`config.mk`:
```
export PLATFORM = sky130hd
export DESIGN_NAME = irq_mask_bank
export DESIGN_NICKNAME = d
export VERILOG_FILES = /design/src/rtl/imb_pkg.sv /design/src/rtl/imb_sticky_status.sv /design/src/rtl/imb_mask_reg.sv /design/src/rtl/imb_pulse_timer.sv /design/src/rtl/irq_mask_bank.sv
export SDC_FILE = /design/constraint.sdc
export NUM_CORES = 1
export LEC_CHECK = 0
export BUFFER_PORTS_ARGS = -buffer_cell sky130_fd_sc_hd__buf_2
export CORE_ASPECT_RATIO = 2
export CORE_UTILIZATION = 50
export DETAILED_ROUTE_END_ITERATION = 10
export PLACE_DENSITY = 0.7
export REMOVE_ABC_BUFFERS = 1
export SKIP_CTS_REPAIR_TIMING = 1
export SLEW_MARGIN = 20
export SYNTH_ARGS = -nofsm -noshare
export SYNTH_HDL_FRONTEND = slang
export SYNTH_SLANG_ARGS = --single-unit
export TNS_END_PERCENT = 30
```
`constraint.sdc`:
```
create_clock -name clk -period 3.9 [get_ports clk]
set_input_delay 0.195 -clock clk [delete_from_list [all_inputs] [get_ports clk]]
set_output_delay 0.195 -clock clk [all_outputs]
set_load 0.005 [all_outputs]
```
`src/rtl/imb_pkg.sv`:
```
package imb_pkg;
   localparam logic [7:0] ADDR_STAT_LO = 8'h41;
   localparam logic [7:0] ADDR_STAT_HI = 8'h42;
   localparam logic [7:0] ADDR_SMI_LO  = 8'h43;
   localparam logic [7:0] ADDR_SMI_HI  = 8'h44;
   localparam logic [7:0] ADDR_NMI_LO  = 8'h45;
   localparam logic [7:0] ADDR_NMI_HI  = 8'h46;
   localparam int         CTRL_BIT     = 7;
endpackage

```
`src/rtl/imb_sticky_status.sv`:
```
module imb_sticky_status #(
   parameter int         W    = 8,
   parameter logic [7:0] ADDR = 8'h41
) (
   input  logic         clk,
   input  logic         rst_n,
   input  logic         wr_en_i,
   input  logic [7:0]   addr_i,
   input  logic [7:0]   wdata_i,
   input  logic [W-1:0] evt_i,
   output logic [W-1:0] stat_o
);
   logic [W-1:0] clr;

   initial begin
      if (W < 1 || W > 8) $error("imb_sticky_status: W out of range");
   end

   assign clr = (wr_en_i && addr_i == ADDR) ? wdata_i[W-1:0] : '0;

   always_ff @(posedge clk or negedge rst_n) begin
      if (!rst_n) stat_o <= '0;
      else        stat_o <= (stat_o & ~clr) | evt_i;
   end
endmodule

```
`src/rtl/imb_mask_reg.sv`:
```
module imb_mask_reg #(
   parameter int         W    = 8,
   parameter logic [7:0] ADDR = 8'h43,
   parameter logic [W-1:0] RST = '0
) (
   input  logic         clk,
   input  logic         rst_n,
   input  logic         wr_en_i,
   input  logic [7:0]   addr_i,
   input  logic [7:0]   wdata_i,
   output logic [W-1:0] mask_o
);
   initial begin
      if (W < 1 || W > 8) $error("imb_mask_reg: W out of range");
   end

   always_ff @(posedge clk or negedge rst_n) begin
      if (!rst_n)                          mask_o <= RST;
      else if (wr_en_i && addr_i == ADDR)  mask_o <= wdata_i[W-1:0];
   end
endmodule

```
`src/rtl/imb_pulse_timer.sv`:
```
module imb_pulse_timer #(
   parameter int PULSE_CYCLES = 4_000_000,
   parameter int CNT_W        = $clog2(PULSE_CYCLES + 1)
) (
   input  logic             clk,
   input  logic             rst_n,
   input  logic             start_i,
   output logic             busy_o,
   output logic [CNT_W-1:0] cnt_o
);
   initial begin
      if (PULSE_CYCLES < 1) $error("imb_pulse_timer: PULSE_CYCLES must be positive");
      if ((64'd1 << CNT_W) <= 64'(PULSE_CYCLES)) $error("imb_pulse_timer: CNT_W too narrow");
   end

   assign busy_o = (cnt_o != '0);

   always_ff @(posedge clk or negedge rst_n) begin
      if (!rst_n)                   cnt_o <= '0;
      else if (start_i && !busy_o)  cnt_o <= CNT_W'(PULSE_CYCLES);
      else if (busy_o)              cnt_o <= cnt_o - CNT_W'(1);
   end
endmodule

```
`src/rtl/irq_mask_bank.sv`:
```
module irq_mask_bank
   import imb_pkg::*;
#(
   parameter int N_LO         = 8,
   parameter int N_HI         = 7,
   parameter int PULSE_CYCLES = 4_000_000,
   parameter int CNT_W        = $clog2(PULSE_CYCLES + 1)
) (
   input  logic                 clk,
   input  logic                 rst_n,
   input  logic                 wr_en_i,
   input  logic [7:0]           addr_i,
   input  logic [7:0]           wdata_i,
   output logic [7:0]           rdata_o,
   input  logic [N_LO+N_HI-1:0] src_evt_i,
   output logic                 smi_o,
   output logic                 nmi_o,
   output logic                 reset_en_o,
   output logic                 clr_n_o
);
   localparam int         NSRC    = N_LO + N_HI;
   localparam logic [N_HI-1:0] NMI_HI_RST = N_HI'(1) << (N_HI - 1);

   logic [N_LO-1:0] stat_lo;
   logic [N_HI-1:0] stat_hi;
   logic [7:0]      smi_lo, smi_hi, nmi_lo;
   logic [N_HI-1:0] nmi_hi;
   logic [NSRC-1:0] stat_vec, smi_mask_vec, nmi_mask_vec;
   logic            clr_busy, clr_start;
   logic [CNT_W-1:0] clr_cnt;

   generate
      if (N_LO < 1 || N_LO > 8) begin : g_bad_lo
         initial $error("irq_mask_bank: N_LO must be 1..8");
      end
      if (N_HI < 1 || N_HI > CTRL_BIT) begin : g_bad_hi
         initial $error("irq_mask_bank: N_HI must be 1..7");
      end
   endgenerate

   imb_sticky_status #(.W(N_LO), .ADDR(ADDR_STAT_LO)) u_stat_lo (
      .clk(clk), .rst_n(rst_n), .wr_en_i(wr_en_i), .addr_i(addr_i),
      .wdata_i(wdata_i), .evt_i(src_evt_i[N_LO-1:0]), .stat_o(stat_lo));

   imb_sticky_status #(.W(N_HI), .ADDR(ADDR_STAT_HI)) u_stat_hi (
      .clk(clk), .rst_n(rst_n), .wr_en_i(wr_en_i), .addr_i(addr_i),
      .wdata_i(wdata_i), .evt_i(src_evt_i[NSRC-1:N_LO]), .stat_o(stat_hi));

   imb_mask_reg #(.W(8), .ADDR(ADDR_SMI_LO), .RST(8'h00)) u_smi_lo (
      .clk(clk), .rst_n(rst_n), .wr_en_i(wr_en_i), .addr_i(addr_i),
      .wdata_i(wdata_i), .mask_o(smi_lo));

   imb_mask_reg #(.W(8), .ADDR(ADDR_SMI_HI), .RST(8'h00)) u_smi_hi (
      .clk(clk), .rst_n(rst_n), .wr_en_i(wr_en_i), .addr_i(addr_i),
      .wdata_i(wdata_i), .mask_o(smi_hi));

   imb_mask_reg #(.W(8), .ADDR(ADDR_NMI_LO), .RST(8'h00)) u_nmi_lo (
      .clk(clk), .rst_n(rst_n), .wr_en_i(wr_en_i), .addr_i(addr_i),
      .wdata_i(wdata_i), .mask_o(nmi_lo));

   imb_mask_reg #(.W(N_HI), .ADDR(ADDR_NMI_HI), .RST(NMI_HI_RST)) u_nmi_hi (
      .clk(clk), .rst_n(rst_n), .wr_en_i(wr_en_i), .addr_i(addr_i),
      .wdata_i(wdata_i), .mask_o(nmi_hi));

   assign clr_start = wr_en_i && (addr_i == ADDR_NMI_HI) && wdata_i[CTRL_BIT];

   imb_pulse_timer #(.PULSE_CYCLES(PULSE_CYCLES), .CNT_W(CNT_W)) u_clr_timer (
      .clk(clk), .rst_n(rst_n), .start_i(clr_start),
      .busy_o(clr_busy), .cnt_o(clr_cnt));

   assign stat_vec     = {stat_hi, stat_lo};
   assign smi_mask_vec = {smi_hi[N_HI-1:0], smi_lo[N_LO-1:0]};
   assign nmi_mask_vec = {nmi_hi, nmi_lo[N_LO-1:0]};

   assign smi_o      = |(stat_vec & ~smi_mask_vec);
   assign nmi_o      = |(stat_vec & ~nmi_mask_vec);
   assign reset_en_o = smi_hi[CTRL_BIT];
   assign clr_n_o    = !clr_busy;

   always_comb begin
      case (addr_i)
         ADDR_STAT_LO: rdata_o = 8'(stat_lo);
         ADDR_STAT_HI: rdata_o = 8'(stat_hi);
         ADDR_SMI_LO:  rdata_o = smi_lo;
         ADDR_SMI_HI:  rdata_o = smi_hi;
         ADDR_NMI_LO:  rdata_o = nmi_lo;
         ADDR_NMI_HI:  rdata_o = {clr_busy, 7'(nmi_hi)};
         default:      rdata_o = 8'h00;
      endcase
   end
endmodule

```
# Yosys cells after proc, flatten, opt, wreduce, memory -nomap -nowiden

Index checks and enable logic that the tools add are counted.

Output and inout bits: 12
Register bits: 68

Eq/ne operators: 6
Bitwise gates (word level): 10
Add/sub/neg operators: 1
Reductions and logical operators: 13
Muxes and demuxes: 5

Operators with widths:

| kind                                                | count |
|---|---|
| == test 8 x 7 -> 1 bit (second input constant)      | 6 |
| case mux 8 bit (6 select lines)                     | 1 |
| two-way mux 22 bit                                  | 2 |
| bitwise AND 15 bit                                  | 2 |
| inverter 15 bit                                     | 2 |
| OR reduction 15 bit                                 | 2 |
| nonzero test 22 bit                                 | 1 |
| subtractor 22 x 1 -> 22 bit (second input constant) | 1 |
| bitwise AND 8 bit                                   | 1 |
| logical AND 1 bit                                   | 8 |
| two-way mux 8 bit                                   | 1 |
| inverter 8 bit                                      | 1 |
| bitwise OR 8 bit                                    | 1 |
| bitwise AND 7 bit                                   | 1 |
| two-way mux 7 bit                                   | 1 |
| inverter 7 bit                                      | 1 |
| bitwise OR 7 bit                                    | 1 |
| nonzero test 2 bit                                  | 1 |
| zero test 1 bit                                     | 1 |

# Depth between registers and ports, before layout

Word-level depth: 6
Depth in mapped cells: 8

# By module

From an unflattened synthesis, not the netlist that was laid out.

Cells, all modules: 358
Area, all modules: 3906.2 um^2

By module, submodules not included:

| module                        | cells an instance | instances | area an instance (um^2) |
|---|---|---|---|
| imb_pulse_timer               | 108               | 1         | 1144.8 |
| irq_mask_bank                 | 106               | 1         | 698.2 |
| imb_sticky_status (u_stat_lo) | 35                | 1         | 359.1 |
| imb_mask_reg (u_smi_lo)       | 20                | 1         | 357.8 |
| imb_mask_reg (u_nmi_lo)       | 20                | 1         | 356.6 |
| imb_mask_reg (u_smi_hi)       | 20                | 1         | 354.1 |
| imb_mask_reg (u_nmi_hi)       | 18                | 1         | 317.8 |
| imb_sticky_status (u_stat_hi) | 31                | 1         | 317.8 |

# Worst setup path before layout

No wires, ideal clock.

Path kind: register to register
Start point: register u_clr_timer.cnt_o[12]
End point: register u_clr_timer.cnt_o[20]
Stages on the path, launching flop included: 6
Library setup time: 0.125 ns
Clock period less this slack: 2.096 ns
Setup slack: 1.804 ns
Data required time: 3.775 ns
Arrival: 1.971 ns
Cells stage by stage: dfrtp_1 -> nor4_2 -> nand3_2 -> or4b_4 -> nor4_2 -> mux2_2

Word-level cells in the longest chain between the ends: 4

RTL lines:

| element                                                                             | line                  | source |
|---|---|---|
| start, declared                                                                     | imb_pulse_timer.sv:9  | `output logic [CNT_W-1:0] cnt_o` |
| start signal, assigned                                                              | imb_pulse_timer.sv:20 | `else if (start_i && !busy_o) cnt_o <= CNT_W'(PULSE_CYCLES);` |
| start signal, assigned                                                              | imb_pulse_timer.sv:21 | `else if (busy_o) cnt_o <= cnt_o - CNT_W'(1);` |
| parallel branches: the longest is 4 deep, another holds subtractor 22 x 1 -> 22 bit | -                     |  |

Parallel ways; which one is timed is not known. The select of a mux whose other input is x is not followed.
A chain may end at the register's enable or synchronous reset.

# Worst setup path after layout

Start point: register u_clr_timer.cnt_o[0]
End point: output rdata_o[7]

Word-level cells in the longest chain between the ends: 2

RTL lines:

| element                         | line                  | source |
|---|---|---|
| nonzero test 22 bit             | imb_pulse_timer.sv:16 | `assign busy_o = (cnt_o != '0);` |
| case mux 8 bit (6 select lines) | irq_mask_bank.sv:81   | `case (addr_i)` |
| end, declared                   | irq_mask_bank.sv:14   | `output logic [7:0] rdata_o,` |

No other way between the ends.

==> summary.md <==
| Metric | Value |
|---|---|
| Final Max Slew Viols | 0 |
| Cell row count | 43 |
| Syn. warnings | 0 |
| WP data arrival | 2.47 ns |
| Crit Path Max Fanout | 5 |
| Fmax | ~370 MHz |
| Starting DRT DRC Count | 252 |
| Aggregate global routing overflow | 0 |
| Mean post-synth cell area | 9.86 µm² |
| Nets | 444 |
| Register area share after synthesis | between 40 and 50% |
| Routed WL | between 9000 and 10000 µm |
| Fin crit period | between 2 and 3 ns |
| Failing checks | hold timing |
| P&R area growth vs syn | 18.3% |
| Clock transition at path regs | 0.06 ns |
| Synth Register Bits | 68 |
| CTS tree | built |
| First-pass GRT wire length | 15200 µm |
| Commonest cells after routing, fill and taps aside | dfrtp_1, buf_2, nand2_1 |
| Crit share post-route | 68.4% |
| Via count | between 3000 and 4000 |
| Cell internal pwr | roughly 1.3 mW |
| Final core occ | 61.2% |
| Ports | 46 |
| Slew Limit Headroom | between 40% and 50% |
| Sum Neg Setup Slack | 0 ns |
| Clock sinks | 68 |
| GP Congestion | 0.959 |
| RSZ-0062 raised after global routing | no |
| Status | finished, violations left |
| Largest net degree at the start of global routing | 38 |
| Startpoint Class | flop |
| Mapped Cells | 361 |
| H-tree depth | 3 |
| Die H | about 120 µm |
| Slew @ Worst Pin | just under 0.9 ns |
| Post-synthesis cell area | about 3600 µm² |
| P_sw | roughly 0.38 mW |
| Pwr Total | 1.73 mW |
| Pre-antenna DRT Iters | 6 |
| Sw frac | ~22% |
| Vias in the first global route | between 3000 and 4000 |
| Fraction of layout cells with a size suffix above 1 | around a quarter |
| Post-route ant nets | 0 |
| Final Skew | 0.00653 ns |
| Post-DP HPWL | a little under 7000 µm |
| N_diodes | 0 |
| Req. time, crit path | approximately 3.7 ns |
| Fin. Hold Viols | 36 |
| Post-route insts no fill | just over 500 |
| Pleak | between 1.5 and 2 nW |
| Gr usage total | 28.6% |
| Bufs on Longest Clock Path | 2 |
| Commonest non-fill, non-tap cell in the layout | dfrtp_1 |
| CTS buffer count | 9 |
| Remaining routing DRC violations | 0 |
| Flop-to-flop setup slack | 1.53 ns |
| Initial Utilization | between 50% and 60% |
| IO Port Bufs | 45 |
| Setup CP Type | reg2out |
| Fill count | between 600 and 700 |
| Die width | approximately 60 µm |
| Via-to-Cell Ratio | ~6 |
| Routed WL per cell | about 19 µm |
| Root Buffer | clkbuf_16 |
| Die footprint | ~7500 µm² |
| Clock share of power | between 50 and 60% |
| Core Area | approximately 6900 µm² |
| Worst setup EP type | primary output |
| Final setup vio count | 0 |
| Dominant synthesized flop cell | dfrtp_1 |
| Post-synth EDFFs | 0 |
| Post-placement cell count | around 490 |
| Synth async-reset ratio | 100% |
| Combinational Power Share | about 6.2% |
| PwrDens | ~410 nW/µm² |
| Max Cap Violations | 0 |
| Initial antenna violation count | 0 |
| Type of the tightest min-delay check | in2async |
| Distinct cells, synth | 46 |
| VDD IR max | between 200 and 300 µV |
| Clk Latency, worst-skew pair | ~0.33 ns |
| Hold WS | -0.0235 ns |
| Sequential power share | around 43% |
## power by group through the flow
stage	clock network, mW	logic, mW	registers (mW)
after floorplan	0	0.0464	0.747
after global placement	0	0.105	0.752
after detailed placement	0	0.107	0.752
after CTS	0.895	0.107	0.740
after global routing	0.923	0.118	0.741
final	0.881	0.106	0.740
## cells in the mapped netlist (2+ instances only)
master / instances / area, µm²
nor4_1: 8 / 50.1
mux2_2: 25 / 282
nand2_1: 42 / 158
a22oi_1: 7 / 52.6
xnor2_1: 2 / 17.5
dfrtp_1: 67 / 1680
o22ai_1: 13 / 81.3
a31oi_1: 3 / 18.8
a211oi_1: 4 / 30.0
mux2i_1: 11 / 110
nor4b_1: 2 / 17.5
a222oi_1: 2 / 20.0
o21ai_0: 20 / 100
nand4b_1: 2 / 17.5
buf_1: 2 / 7.51
nor2_1: 21 / 78.8
nor4_2: 5 / 62.6
nor3b_1: 3 / 22.5
inv_1: 27 / 101
clkbuf_1: 8 / 30.0
a21o_1: 16 / 120
nor3_1: 13 / 65.1
xor2_1: 8 / 70.1
nand3_1: 6 / 30.0
nand2b_1: 6 / 37.5
buf_2: 4 / 20.0
nor2b_1: 4 / 25.0
a221oi_1: 5 / 43.8
a21oi_1: 8 / 40.0
## critical path: stages, from the launching register on
cell     delay (ns)
dfrtp_1        0.40
inv_1          0.06
ha_1           0.20
nor3b_1        0.47
nand2_1        0.21
nor3_1         0.29
a21oi_1        0.11
a31o_2         0.27
buf_2          0.12
## through the flow
step,setup WS (ns),area [µm²]
global placement,1.54,3890
finish,1.23,4210
global route,0.987,4210
detailed placement,1.50,3890
floorplan,1.64,3500
CTS,1.19,4210
## flip-flops by register name (all words and copies together), names as in the netlist
name	cells
u_nmi_lo.mask_o	8
u_clr_timer.cnt_o	22
u_stat_hi.stat_o	7
u_smi_hi.mask_o	8
u_nmi_hi.mask_o	7
u_stat_lo.stat_o	8
u_smi_lo.mask_o	8
## area by class of cell
cell class              count  area, µm²  share of cell area (%)
flip-flops and latches     68       1700                    40.4
multi-input cells         252       1700                    40.3
repair buffers             51        270                    6.42
clock buffers              10        239                    5.67
well taps                  90        113                    2.67
inverters                  27        101                    2.41
clock inverters             6       87.6                    2.08
## metal layers
metal  part of all wire [%]  track usage [%]
met1                     36             31.0
met2                     53             48.7
met3                    4.5             4.90
met4                    6.2             17.9
met5                      0                0
## kinds of logic (layout without fill, tap and decap cells)
logic type / after synthesis / in the layout / synth area share (%)
fa+ha+maj: 1 / 1 / 0.351
simple gates: 122 / 122 / 18.5
compound gates: 83 / 83 / 15.4
mux: 36 / 36 / 11.0
flops: 68 / 68 / 47.8
xor+xnor: 10 / 10 / 2.46
buf+inv: 41 / 94 / 4.46
## path summary, 6_finish.rpt
| path | depth (start not counted) | startpoint | end |
|---|---|---|---|
| setup / recovery | 8 | u_clr_timer.cnt_o[0] | rdata_o[7] |
| hold / removal | 1 | rst_n | u_stat_lo.stat_o[3] |
| setup reg to reg | 8 | u_clr_timer.cnt_o[0] | u_clr_timer.cnt_o[21] |
| hold reg to reg | 1 | u_stat_hi.stat_o[0] | u_stat_hi.stat_o[0] |
| max in group asynchronous | 2 | rst_n | u_nmi_hi.mask_o[6] |
| min in group clk | 2 | src_evt_i[2] | u_stat_lo.stat_o[2] |
No activity file was read; power rests on OpenSTA's default activity.
